==> config.mk <==
export PLATFORM = sky130hd
export DESIGN_NAME = tmr_flag_irq
export DESIGN_NICKNAME = d
export VERILOG_FILES = /design/src/rtl/tmr_flag_pkg.sv /design/src/rtl/tmr_ovf_sel.sv /design/src/rtl/tmr_flag_cell.sv /design/src/rtl/tmr_flag_irq.sv
export SDC_FILE = /design/constraint.sdc
export NUM_CORES = 1
export LEC_CHECK = 0
export ABC_CLOCK_PERIOD_IN_PS = 1210
export BUFFER_PORTS_ARGS = -buffer_cell sky130_fd_sc_hd__buf_2
export CAP_MARGIN = 5
export CORE_AREA = 2 2 39 41
export DETAILED_ROUTE_END_ITERATION = 6
export DIE_AREA = 0 0 41 43
export PLACE_DENSITY = 0.67
export SLEW_MARGIN = 0
export SYNTH_ARGS = -nofsm -noshare
export SYNTH_HDL_FRONTEND = slang
export SYNTH_SLANG_ARGS = --single-unit
==> constraint.sdc <==
create_clock -name clk -period 1.21 [get_ports clk]
set_clock_uncertainty 0.2 [all_clocks]
set_input_delay 0.121 -clock clk [delete_from_list [all_inputs] [get_ports clk]]
set_output_delay 0.121 -clock clk [all_outputs]
set_load 0.02 [all_outputs]
==> src/rtl/tmr_flag_pkg.sv <==
package tmr_flag_pkg;

    typedef enum logic [1:0] {
        MODE_NORMAL = 2'b00,
        MODE_FAST   = 2'b01,
        MODE_DUAL   = 2'b10,
        MODE_RSVD   = 2'b11
    } cnt_mode_e;

    localparam int unsigned NUM_FLAGS = 3;
    localparam int unsigned IDX_A     = 0;
    localparam int unsigned IDX_B     = 1;
    localparam int unsigned IDX_OVF   = 2;

endpackage

==> src/rtl/tmr_ovf_sel.sv <==
module tmr_ovf_sel
    import tmr_flag_pkg::*;
(
    input  cnt_mode_e mode_i,
    input  logic      top_wrap_i,
    input  logic      bottom_i,
    output logic      ovf_evt_o
);

    always_comb begin
        unique case (mode_i)
            MODE_DUAL: ovf_evt_o = bottom_i;
            default:   ovf_evt_o = top_wrap_i;
        endcase
    end

endmodule

==> src/rtl/tmr_flag_cell.sv <==
module tmr_flag_cell #(
    parameter int unsigned SYNC_STAGES = 1
) (
    input  logic clk,
    input  logic rst_n,
    input  logic set_i,
    input  logic hw_clr_i,
    input  logic sw_clr_i,
    output logic flag_o
);

    typedef struct packed {
        logic                   flag;
        logic [SYNC_STAGES-1:0] pend;
    } cell_st_t;

    cell_st_t st_d, st_q;
    logic     mature;

    assign mature = st_q.pend[SYNC_STAGES-1];

    always_comb begin
        st_d         = st_q;
        st_d.pend[0] = sw_clr_i;
        for (int i = 1; i < int'(SYNC_STAGES); i++) begin
            st_d.pend[i] = st_q.pend[i-1];
        end
        if (set_i) begin
            st_d.flag = 1'b1;
        end else if (hw_clr_i || mature) begin
            st_d.flag = 1'b0;
        end
    end

    always_ff @(posedge clk) begin
        if (!rst_n) begin
            st_q <= '0;
        end else begin
            st_q <= st_d;
        end
    end

    assign flag_o = st_q.flag;


    set_chk: assert property (@(posedge clk) disable iff (!rst_n)
        set_i |=> flag_o);


    hw_clr_chk: assert property (@(posedge clk) disable iff (!rst_n)
        (hw_clr_i && !set_i) |=> !flag_o);


    sw_clr_chk: assert property (@(posedge clk) disable iff (!rst_n)
        (mature && !set_i) |=> !flag_o);


    hold_chk: assert property (@(posedge clk) disable iff (!rst_n)
        (!set_i && !hw_clr_i && !mature) |=> $stable(flag_o));

endmodule

==> src/rtl/tmr_flag_irq.sv <==
module tmr_flag_irq
    import tmr_flag_pkg::*;
#(
    parameter int unsigned DATA_W      = 8,
    parameter int unsigned A_BIT       = 6,
    parameter int unsigned B_BIT       = 5,
    parameter int unsigned OVF_BIT     = 2,
    parameter int unsigned SYNC_STAGES = 1
) (
    input  logic              clk,
    input  logic              rst_n,
    input  logic [1:0]        mode_i,
    input  logic              cmp_a_i,
    input  logic              cmp_b_i,
    input  logic              top_wrap_i,
    input  logic              bottom_i,
    input  logic              wr_en_i,
    input  logic [DATA_W-1:0] wr_data_i,
    input  logic              gie_i,
    input  logic              en_a_i,
    input  logic              en_b_i,
    input  logic              en_ovf_i,
    input  logic              ack_a_i,
    input  logic              ack_b_i,
    input  logic              ack_ovf_i,
    output logic              flag_a_o,
    output logic              flag_b_o,
    output logic              flag_ovf_o,
    output logic              irq_a_o,
    output logic              irq_b_o,
    output logic              irq_ovf_o,
    output logic [DATA_W-1:0] rd_data_o
);

    localparam int unsigned NF = NUM_FLAGS;

    cnt_mode_e     mode;
    logic          ovf_evt;
    logic [NF-1:0] set_vec, ack_vec, wclr_vec, en_vec, flag_vec, irq_vec;

    assign mode = cnt_mode_e'(mode_i);

    tmr_ovf_sel u_ovf_sel (
        .mode_i     (mode),
        .top_wrap_i (top_wrap_i),
        .bottom_i   (bottom_i),
        .ovf_evt_o  (ovf_evt)
    );

    always_comb begin
        set_vec[IDX_A]    = cmp_a_i;
        set_vec[IDX_B]    = cmp_b_i;
        set_vec[IDX_OVF]  = ovf_evt;
        ack_vec[IDX_A]    = ack_a_i;
        ack_vec[IDX_B]    = ack_b_i;
        ack_vec[IDX_OVF]  = ack_ovf_i;
        wclr_vec[IDX_A]   = wr_en_i && wr_data_i[A_BIT];
        wclr_vec[IDX_B]   = wr_en_i && wr_data_i[B_BIT];
        wclr_vec[IDX_OVF] = wr_en_i && wr_data_i[OVF_BIT];
        en_vec[IDX_A]     = en_a_i;
        en_vec[IDX_B]     = en_b_i;
        en_vec[IDX_OVF]   = en_ovf_i;
    end

    for (genvar g = 0; g < int'(NF); g++) begin : g_flag
        tmr_flag_cell #(.SYNC_STAGES(SYNC_STAGES)) u_cell (
            .clk      (clk),
            .rst_n    (rst_n),
            .set_i    (set_vec[g]),
            .hw_clr_i (ack_vec[g]),
            .sw_clr_i (wclr_vec[g]),
            .flag_o   (flag_vec[g])
        );
    end

    always_comb begin
        irq_vec            = flag_vec & en_vec & {NF{gie_i}};
        rd_data_o          = '0;
        rd_data_o[A_BIT]   = flag_vec[IDX_A];
        rd_data_o[B_BIT]   = flag_vec[IDX_B];
        rd_data_o[OVF_BIT] = flag_vec[IDX_OVF];
    end

    assign flag_a_o   = flag_vec[IDX_A];
    assign flag_b_o   = flag_vec[IDX_B];
    assign flag_ovf_o = flag_vec[IDX_OVF];
    assign irq_a_o    = irq_vec[IDX_A];
    assign irq_b_o    = irq_vec[IDX_B];
    assign irq_ovf_o  = irq_vec[IDX_OVF];


    dual_ovf_chk: assert property (@(posedge clk) disable iff (!rst_n)
        (mode_i == 2'b10 && bottom_i) |=> flag_ovf_o);


    std_ovf_chk: assert property (@(posedge clk) disable iff (!rst_n)
        (mode_i != 2'b10 && top_wrap_i) |=> flag_ovf_o);


    a_origin_chk: assert property (@(posedge clk) disable iff (!rst_n)
        $rose(flag_a_o) |-> $past(cmp_a_i));


    gie_gate_chk: assert property (@(posedge clk) disable iff (!rst_n)
        !gie_i |-> (!irq_a_o && !irq_b_o && !irq_ovf_o));

endmodule

Word level (Yosys, flattened, before mapping)
Index checks and enable logic that the tools add are counted.
{ "totals": {"regBits": 6, "input_bits": 24, "output_inout_bits": 14, "word_cells": 25} }
{ "classes": {"eq_ne": 1, "muxes": 7, "bitwise": 2, "reduce_logical": 9} }
{ "ops": {"columns": ["operator", "count"], "rows": [
  ["1-bit 2-to-1 mux", 7],
  ["3-bit bitwise AND", 2],
  ["2-bit nonzero test", 3],
  ["1-bit logical AND", 3],
  ["1-bit logical OR", 3],
  ["2-bit == test, second input constant", 1]
]} }

Logic depth before layout (Yosys ltp)
{ "logic_depth": {"depth_word": 3, "mapped_depth": 3, "depth_no_buf": 3} }

Modules after synthesis
From an unflattened synthesis, not the netlist that was laid out.
{ "hier_totals": {"hier_cells": 32, "area_unflattened_um2": 329.1} }
{ "by_module_without_submodules": {"columns": ["module", "n_inst", "cells_each", "area_per_inst_um2", "seq_area_each_um2"], "rows": [
  ["tmr_flag_cell", 3, 5, 66.3, 40.0],
  ["tmr_flag_irq", 1, 15, 101.3, 0.0],
  ["tmr_ovf_sel", 1, 2, 28.8, 0.0]
]} }

Worst setup path after synthesis
Ideal clock, no wire load.
{ "synth_path": {"path_kind": "reg2out", "start": "register g_flag[0].u_cell.st_q (netlist bit g_flag[0].u_cell.flag_o)", "end": "output irq_a_o", "arrival_time_ns": 0.751, "required_ns": 0.889, "slack_ns": 0.138, "path_stages_with_launch": 2, "path_buffers": 0, "cell_sequence": "dfxtp_1 and3_1"} }
{ "synth_between": {"elab_chain_cells": 2} }
{ "synth_lines": {"columns": ["item", "line_no", "source"], "rows": [
  ["from (decl)", "tmr_flag_cell.sv:17", "cell_st_t st_d, st_q;"],
  ["from (signal assigned)", "tmr_flag_cell.sv:39", "st_q <= st_d;"],
  ["3-bit bitwise AND (2 in series)", "tmr_flag_irq.sv:77", "irq_vec = flag_vec & en_vec & {NF{gie_i}};"],
  ["to (decl)", "tmr_flag_irq.sv:29", "output logic irq_a_o,"]
]} }
Every way passes these cells.

Worst setup path after layout
Same ends and word-level chain as after synthesis.

==> impl_metrics.env <==
export IMPL_synth_cells=32
export IMPL_detailedPlacementHpwl_um=513.8
export IMPL_fp_dieW_um=41
export IMPL_cts_max_path_bufs=2
export IMPL_grt_setup_unrepaired="true"
export IMPL_p_int_uw=398.6
export IMPL_floorplan_die_height_um=43
export IMPL_synth_yosys_warnings=0
export IMPL_peakVddDrop_uv=484.7
export IMPL_pwr_share_comb_pct=25.8
export IMPL_wl_um=782
export IMPL_initial_utilization_pct=20.98
export IMPL_first_global_vias=335
export IMPL_cts_sink_count=6
export IMPL_design_power_total_uw=542.8
export IMPL_drv_cap=0
export IMPL_timing_hold_violations_final=0
export IMPL_route_detailed_drc=0
export IMPL_tritoncts="built"
export IMPL_grt_busiest_layer="met2"
export IMPL_post_route_period_util_pct=97.77
export IMPL_gr_usage_met2_pct=19.06
export IMPL_ios=38
export IMPL_arrival_ns=0.86
export IMPL_antenna_cells=0
export IMPL_clockRootBuffer="sky130_fd_sc_hd__clkbuf_4"
export IMPL_layout_common_cells="sky130_fd_sc_hd__buf_2 (24), sky130_fd_sc_hd__dlygate4sd3_1 (12), sky130_fd_sc_hd__conb_1 (5)"
export IMPL_worst_skew_pair_late_latency_ns=0.24
export IMPL_grt_overflow_total=0
export IMPL_finalWorstPathRequiredPeriod_ns=1.183
export IMPL_crit_slowest_cell="sky130_fd_sc_hd__dfxtp_2"
export IMPL_synth_ff_latch_count=6
export IMPL_groute_usage_overall_pct=10.57
export IMPL_gr_usage_met1_pct=9.416
export IMPL_finalInstanceArea_um2=575.6
export IMPL_path_cells="and3_4 > buf_6"
export IMPL_antenna_found_initial=0
export IMPL_tritoncts_num_buffers=3
export IMPL_met3_usage_pct=6.283
export IMPL_synth_seq_area_share_pct=41.38
export IMPL_dpl_cell_count=71
export IMPL_critPathLaunchType="flop"
export IMPL_power_switching_uw=144.2
export IMPL_layout_cells_most_common="sky130_fd_sc_hd__buf_2"
export IMPL_htree_depth=1
export IMPL_setup_violations_final=0
export IMPL_placement_cell_area_um2=400.4
export IMPL_synth_avg_cell_area_um2=9.071
export IMPL_hold_class="primary input to flop"
export IMPL_drt_first_iter_violations=4
export IMPL_synth_cell_area_um2=290.3
export IMPL_cts_reportedPaths_clkPinSlew_ns=0.05
export IMPL_finish_net_count=96
export IMPL_core_area_um2=1384
export IMPL_syn_to_final_growth_pct=98.28
export IMPL_critical_path_peak_fanout=4
export IMPL_num_rows=14
export IMPL_path_class="flop to output pin"
export IMPL_timing_critical_path_slowest_cell_delay_ns=0.34
export IMPL_first_pass_grt_wire_length_um=1214
export IMPL_power_density_nw_per_um2=943.0
export IMPL_timing_fmax_mhz=845.3
export IMPL_routed_via_density=3.884
export IMPL_power_share_clock_pct=34.0
export IMPL_drt_pass1_iterations=2
export IMPL_swShare_pct=26.56
export IMPL_netlist_cell_type_count=11
export IMPL_setup_tns_ns=0
export IMPL_number_of_standard_cells_in_the_layout_taps_in_and_fillers_out=86
export IMPL_timing_final_max_slew_violations=0
export IMPL_cp_data_required_time_ns=0.89
export IMPL_status="complete, no violations"
export IMPL_drt_wirelength_per_cell_um=9.093
export IMPL_drive_gt1_share_pct=51.43
export IMPL_die_area_um2=1763
export IMPL_ant_nets=0
export IMPL_worst_setup_path_end_kind="output pin"
export IMPL_leakage_power_nw=0.3084
export IMPL_port_buffers=27
export IMPL_grt_max_degree=7
export IMPL_routabilityCongestion=0.5945
export IMPL_seq_power_share_pct=40.1
export IMPL_vias=334
-- flip-flops by register name (all words and copies together), names as in the netlist --
signal                cells
g_flag.u_cell.flag_o      3
g_flag.u_cell.mature      3
-- logic make-up after synthesis --
kind of cell / after synthesis / share of synthesized area, %
other: 1 / 1.292
AOI/OAI and AO/OA: 3 / 6.036
DFF: 6 / 41.38
muxes: 1 / 3.448
and+or+nand+nor: 13 / 27.15
buffers and inverters: 8 / 20.69
-- power groups by stage --
stage          logic, mW  clock network (mW)  registers (mW)
6_report           0.140               0.185           0.218
5_1_grt            0.154               0.213           0.219
4_1_cts            0.134               0.197           0.218
3_5_place_dp       0.103                   0           0.220
3_3_place_gp       0.101                   0           0.220
2_1_floorplan     0.0680                   0           0.228
-- final timing paths --
path | startpoint | endpoint | slack, ns | cells after the start
worst min register to register | g_flag[2].u_cell.flag_o | g_flag[2].u_cell.flag_o | 0.27 | 2
worst max register to register | g_flag[0].u_cell.mature | g_flag[0].u_cell.flag_o | 0.37 | 3
worst min-delay path | mode_i[0] | g_flag[2].u_cell.flag_o | 0.07 | 4
worst max-delay path | g_flag[0].u_cell.flag_o | irq_a_o | 0.03 | 2
-- routing by layer --
metal,vias to the layer above,wire (um)
li1,169,-
met1,141,257
met2,24,431
met3,0,92
met4,0,0
met5,-,0
-- critical path, delay by kind of cell (launching register included) --
kind          cells  cell delay [ns]
flops             1             0.34
simple gates      1             0.17
buf+inv           1             0.11
-- final cells by class --
type | count | area (um2)
Fill cell | 152 | 808.3
Timing Repair Buffer | 39 | 274.0
Multi-Input combinational cell | 22 | 135.1
Sequential cell | 6 | 123.9
Clock buffer | 3 | 22.52
Tap cell | 16 | 20.02
-- Yosys cell counts (all sizes together) --
cell,number,share of area (%)
a21boi,1,2.6
a21oi,2,3.4
and3,6,13
buf,8,21
conb,1,1.3
dfxtp,6,41
mux2i,1,3.4
nand2,1,1.3
nor2,3,3.9
nor2b,3,9.0
-- through the flow --
step,hold WS [ns],util (%),worst slack (ns)
final,0.06969,41.59,0.02702
after detailed placement,0.1546,28.93,0.2207
after floorplan,0.04916,-,0.1375
after global placement,0.1447,28.93,0.2357
after global routing,0.1029,41.59,-0.03093
after CTS,0.06987,39.87,0.007779
-- timing repair --
action,in CTS,in global routing
hold endpoints to repair,6,0
pin swaps,0,0
hold buffers,12,0
setup buffers,0,0
gates resized for setup,5,6
endpoints found under the setup margin,3,3
No activity file was read; power rests on OpenSTA's default activity.
